<file path="config.mk">
export PLATFORM = sky130hd
export DESIGN_NAME = otp_unlock_seq
export DESIGN_NICKNAME = d
export VERILOG_FILES = /design/src/rtl/otp_unlock_pkg.sv /design/src/rtl/otp_start_edge.sv /design/src/rtl/otp_done_tracker.sv /design/src/rtl/otp_unlock_matcher.sv /design/src/rtl/otp_unlock_seq.sv
export SDC_FILE = /design/constraint.sdc
export NUM_CORES = 1
export LEC_CHECK = 0
export BUFFER_PORTS_ARGS = -buffer_cell sky130_fd_sc_hd__buf_2
export CAP_MARGIN = 20
export CORE_MARGIN = 3
export CORE_UTILIZATION = 33
export DETAILED_ROUTE_END_ITERATION = 7
export PLACE_DENSITY = 0.76
export SLEW_MARGIN = 30
export SYNTH_ARGS = -nofsm -noshare
export SYNTH_HDL_FRONTEND = slang
export SYNTH_SLANG_ARGS = --single-unit
</file>
<file path="constraint.sdc">
create_clock -name clk -period 1.9 [get_ports clk]
set_input_delay 0.285 -clock clk [delete_from_list [all_inputs] [get_ports clk]]
set_output_delay 0.285 -clock clk [all_outputs]
set_load 0.1 [all_outputs]
</file>
<file path="src/rtl/otp_unlock_pkg.sv">
package otp_unlock_pkg;
  localparam int CMD_W  = 6;
  localparam int DATA_W = 32;
  localparam int STEPS  = 4;

  localparam logic [CMD_W-1:0] CMD_PROG_EN  = 6'h02;
  localparam logic [CMD_W-1:0] CMD_PROG_DIS = 6'h03;

  // Expected data word for each step of the unlock pattern (order matters).
  function automatic logic [31:0] unlock_word(input int idx);
    case (idx)
      0:       return 32'h0000_000F;
      1:       return 32'h0000_0004;
      2:       return 32'h0000_0008;
      default: return 32'h0000_000D;
    endcase
  endfunction
endpackage

</file>
<file path="src/rtl/otp_start_edge.sv">
module otp_start_edge (
  input  logic clk,
  input  logic rst_n,
  input  logic start,
  output logic rise
);
  logic start_q;

  always_ff @(posedge clk) begin
    if (!rst_n) start_q <= 1'b0;
    else        start_q <= start;
  end

  assign rise = start & ~start_q;


  start_single_rise_chk: assert property (@(posedge clk) disable iff (!rst_n)
    rise |=> !rise);
endmodule

</file>
<file path="src/rtl/otp_done_tracker.sv">
module otp_done_tracker (
  input  logic clk,
  input  logic rst_n,
  input  logic start,
  input  logic strobe,
  input  logic is_ctl,
  input  logic is_dis,
  output logic cmd_done,
  output logic dis_ack
);
  always_ff @(posedge clk) begin
    if (!rst_n || !start) begin
      cmd_done <= 1'b0;
      dis_ack  <= 1'b0;
    end else if (strobe && is_ctl) begin
      cmd_done <= 1'b1;
      dis_ack  <= is_dis;
    end
  end


  done_drops_chk: assert property (@(posedge clk) disable iff (!rst_n)
    !start |=> !cmd_done);


  ack_with_done_chk: assert property (@(posedge clk) disable iff (!rst_n)
    dis_ack |-> cmd_done);
endmodule

</file>
<file path="src/rtl/otp_unlock_matcher.sv">
module otp_unlock_matcher
  import otp_unlock_pkg::*;
#(
  parameter int DW = DATA_W,
  parameter int NSTEP = STEPS
) (
  input  logic          clk,
  input  logic          rst_n,
  input  logic          strobe,
  input  logic          is_en,
  input  logic          is_dis,
  input  logic [DW-1:0] data,
  output logic          unlocked
);
  localparam int SW = (NSTEP > 1) ? $clog2(NSTEP) : 1;
  localparam logic [SW-1:0] LAST = SW'(NSTEP - 1);

  logic [SW-1:0] step_q;
  logic [DW-1:0] expect_w;
  logic          hit;

  assign expect_w = DW'(unlock_word(int'(step_q)));
  assign hit      = (data == expect_w);

  always_ff @(posedge clk) begin
    if (!rst_n) begin
      step_q   <= '0;
      unlocked <= 1'b0;
    end else if (strobe) begin
      if (is_dis) begin
        step_q   <= '0;
        unlocked <= 1'b0;
      end else if (is_en && !unlocked) begin
        if (!hit) begin
          step_q <= '0;
        end else if (step_q == LAST) begin
          step_q   <= '0;
          unlocked <= 1'b1;
        end else begin
          step_q <= step_q + 1'b1;
        end
      end
    end
  end


  hold_without_edge_chk: assert property (@(posedge clk) disable iff (!rst_n)
    !strobe |=> ($stable(step_q) && $stable(unlocked)));


  unlock_after_last_chk: assert property (@(posedge clk) disable iff (!rst_n)
    $rose(unlocked) |-> ($past(step_q) == LAST && $past(is_en)));


  disable_revokes_chk: assert property (@(posedge clk) disable iff (!rst_n)
    (strobe && is_dis) |=> (!unlocked && step_q == '0));
endmodule

</file>
<file path="src/rtl/otp_unlock_seq.sv">
module otp_unlock_seq
  import otp_unlock_pkg::*;
#(
  parameter int CW = CMD_W,
  parameter int DW = DATA_W
) (
  input  logic          clk,
  input  logic          rst_n,
  input  logic [CW-1:0] cmd_code,
  input  logic [DW-1:0] wr_data,
  input  logic          start,
  output logic          cmd_done,
  output logic          prog_ok,
  output logic          prog_en
);
  logic rise;
  logic is_en;
  logic is_dis;
  logic dis_ack;
  logic unlocked;

  assign is_en  = (cmd_code == CW'(CMD_PROG_EN));
  assign is_dis = (cmd_code == CW'(CMD_PROG_DIS));

  otp_start_edge u_edge (
    .clk   (clk),
    .rst_n (rst_n),
    .start (start),
    .rise  (rise)
  );

  otp_done_tracker u_done (
    .clk      (clk),
    .rst_n    (rst_n),
    .start    (start),
    .strobe   (rise),
    .is_ctl   (is_en | is_dis),
    .is_dis   (is_dis),
    .cmd_done (cmd_done),
    .dis_ack  (dis_ack)
  );

  otp_unlock_matcher #(.DW(DW), .NSTEP(STEPS)) u_match (
    .clk      (clk),
    .rst_n    (rst_n),
    .strobe   (rise),
    .is_en    (is_en),
    .is_dis   (is_dis),
    .data     (wr_data),
    .unlocked (unlocked)
  );

  assign prog_en = unlocked;
  assign prog_ok = unlocked | dis_ack;


  other_cmd_no_done_chk: assert property (@(posedge clk) disable iff (!rst_n)
    (rise && !is_en && !is_dis) |=> !$rose(cmd_done));


  reset_quiet_chk: assert property (@(posedge clk)
    !rst_n |=> (!cmd_done && !prog_en && !prog_ok));
endmodule

</file>
==> metrics <==
num rows 12; DR WL/cell 10.8 um; I/O Buffers 43; CTS clk-pin slew, worst paths 40 ps; status finished clean; dominant synthesized flop cell dfxtp_1; Synthesis Warnings 0; Post-CTS Hold Buffers 0; setup TNS 0 ps; largest net degree at the start of global routing 6; static leakage 0.356 nW; max-slew violation count 0; Worst Path Class, Setup flip-flop to flip-flop; Pwr Total 0.301 mW; largest family of logic cells by synthesized area simple AND/OR/NAND/NOR gates; share of power burned in registers 42.8%; Hold Violations, Final 0; Ports 44; Comb power frac 18.9%; Sw Share 22.1%; Peak VDD IR 0.277 mV; fillers 116; max_cap viols 0; Die Height 42.0 um; vias in the first global route 526; CTS tree built; CP Capture Type flip-flop; Syn Nets 95; Hold WC Path Type primary input to flip-flop; Clock Tree Buf Depth 2; # setup viols final 0; first-pass GRT wire length 1970 um; root buf cell clkbuf_4; DRT iter0 DRCs 0; Area contributors post-synth dfxtp_1 28%, ha_1 12%, nor4_1 7.3%, a2111oi_4 6.4%, xor2_1 6.1%; die width 42.0 um; count of state elements after synthesis 6; EDFF count, synth 0; Syn Area/Cell 8.56 um^2; pwr dens 440 nW/um^2; Post-DP HPWL 1030 um; Arr. time, crit path 1870 ps; NetSw 0.0665 mW; Core Area 1160 um^2; distinct cell type count after synthesis 18; initial core utilization 37.0%; async set-reset flop share out of synthesis 0%; total track usage 14.3%; Fmax 590 MHz; most frequent cell after synthesis dfxtp_1; post-synthesis simple-gate area fraction 31.3%; Initial DRT Pass Iterations 1; Remaining DRCs 0; GRT overflow 0; Synth top area share 28.1%; Die Area 1760 um^2; hold slack 294 ps; initial antenna violation count 0; clock skew 5.13 ps; P&R area growth vs syn 59.6%; number of H-tree levels 1; Critical Path Source Type flip-flop; Compound-Gate Fraction of Synth Area 14.0%; RSZ-0062 raised after global routing false; Worst-Skew Late Latency 240 ps; Gate Count Post-Synth 50; Post-Syn Area 428 um^2; via/cell ratio 4.90; CTS Buf Count 3; CTS sink cnt 6; multiplexer share of the synthesized area 2.34%; post-route ant nets 0; sequential fraction of the synthesis area 28.1%; top post-synthesis cells by count 6 x dfxtp_1, 5 x inv_1, 5 x nand2_1, 5 x nor2_1, 5 x nor4_1; minimum clock period 1700 ps; Worst Path Required 2080 ps; Slew headroom 67.7%; Post-Synth Adder-Cell Area 11.7%; GP Congestion 0.767; Clock power frac 38.3%; ratio of cells with drive above 1 in the final layout 51.0%; setup bufs post-CTS 0; Inserted Diodes 0; Via Count 539; Final period util 89.3%; Yosys top cell by area dfxtp_1; # nets final 143; Post-Synth XOR/XNOR Area 8.19%; post-cts sizing count 0; crit path max fanout 4; Slew @ Worst Pin 487 ps; Post-Route WL 1190 um; P_int 0.234 mW
-- path summary, 6_finish.rpt --
path              slack (ps)              start                 to  depth (start not counted)
hold / removal           290              start     u_edge.start_q                          3
setup / recovery         200  u_match.step_q[0]  u_match.step_q[0]                          6
hold reg to reg          470    u_done.cmd_done    u_done.cmd_done                          2
setup reg to reg         200  u_match.step_q[0]  u_match.step_q[0]                          6
-- power groups by stage --
stage          registers [mW]  clock network, mW  logic [mW]
2_1_floorplan           0.132                  0      0.0129
3_3_place_gp            0.131                  0      0.0562
3_5_place_dp            0.131                  0      0.0576
4_1_cts                 0.129              0.121      0.0578
5_1_grt                 0.129              0.126      0.0647
6_report                0.129              0.115      0.0569
-- cell type report --
type                       instances  area [um^2]  share of cell area, %
clock buffer                       3         22.5                   3.30
timing repair buffer              43          215                   31.5
inverter                           5         18.8                   2.75
multi-input combinational         39          289                   42.3
sequential                         6          120                   17.6
tap                               14         17.5                   2.56
-- metal layers --
layer	GRT usage (%)	part of all wire [%]	wire length [um]	vias up
li1	-	-	-	276
met5	0	0	0	-
met2	25.6	51	605	25
met3	4.29	13	149	2
met4	9.32	1.1	13	0
met1	13.9	35	420	236
-- logic make-up after synthesis --
group / after synthesis
and+or+nand+nor: 25
muxes: 1
xor gates and xnor gates: 4
DFF: 6
adders and majority gates: 4
buffers and inverters: 5
AOI/OAI and AO/OA: 5
-- sequential cells by signal, indices dropped and copies added (netlist names) --
signal	count
u_match.unlocked	1
u_done.dis_ack	1
u_done.cmd_done	1
u_match.step_q	2
u_edge.start_q	1
-- layout by cell type (no fill, tap or decap), drive strengths merged --
master,Yosys,layout
buf,0,43
dfxtp,6,6
inv,5,5
nand2,5,5
nor2,5,5
nor4,5,5
nor3,4,4
ha,4,4
nand4,3,3
xor2,3,3
clkbuf,0,3
a31o,2,2
or2,1,1
or4,1,1
a2111oi,1,1
nor4b,1,1
xnor2,1,1
a21oi,1,1
a41o,1,1
mux2i,1,1
-- through the flow --
stage | instance area, um^2 | setup slack [ps] | utilization [%] | instances
final | 683 | 204 | 59.1 | 110
after global routing | 683 | 66.1 | 59.1 | 110
after CTS | 683 | 218 | 59.1 | 110
after detailed placement | 661 | 153 | 57.1 | 107
after global placement | 661 | 183 | 57.1 | 107
after floorplan | 428 | 32.4 | - | 50
-- critical path, stage by stage (launching register included) --
cell	delay (ps)
dfxtp_1	360
inv_1	90
ha_1	340
xor2_1	160
nand4_1	100
nor3_1	350
a41o_1	230
Power figures use the tool's default switching activity.
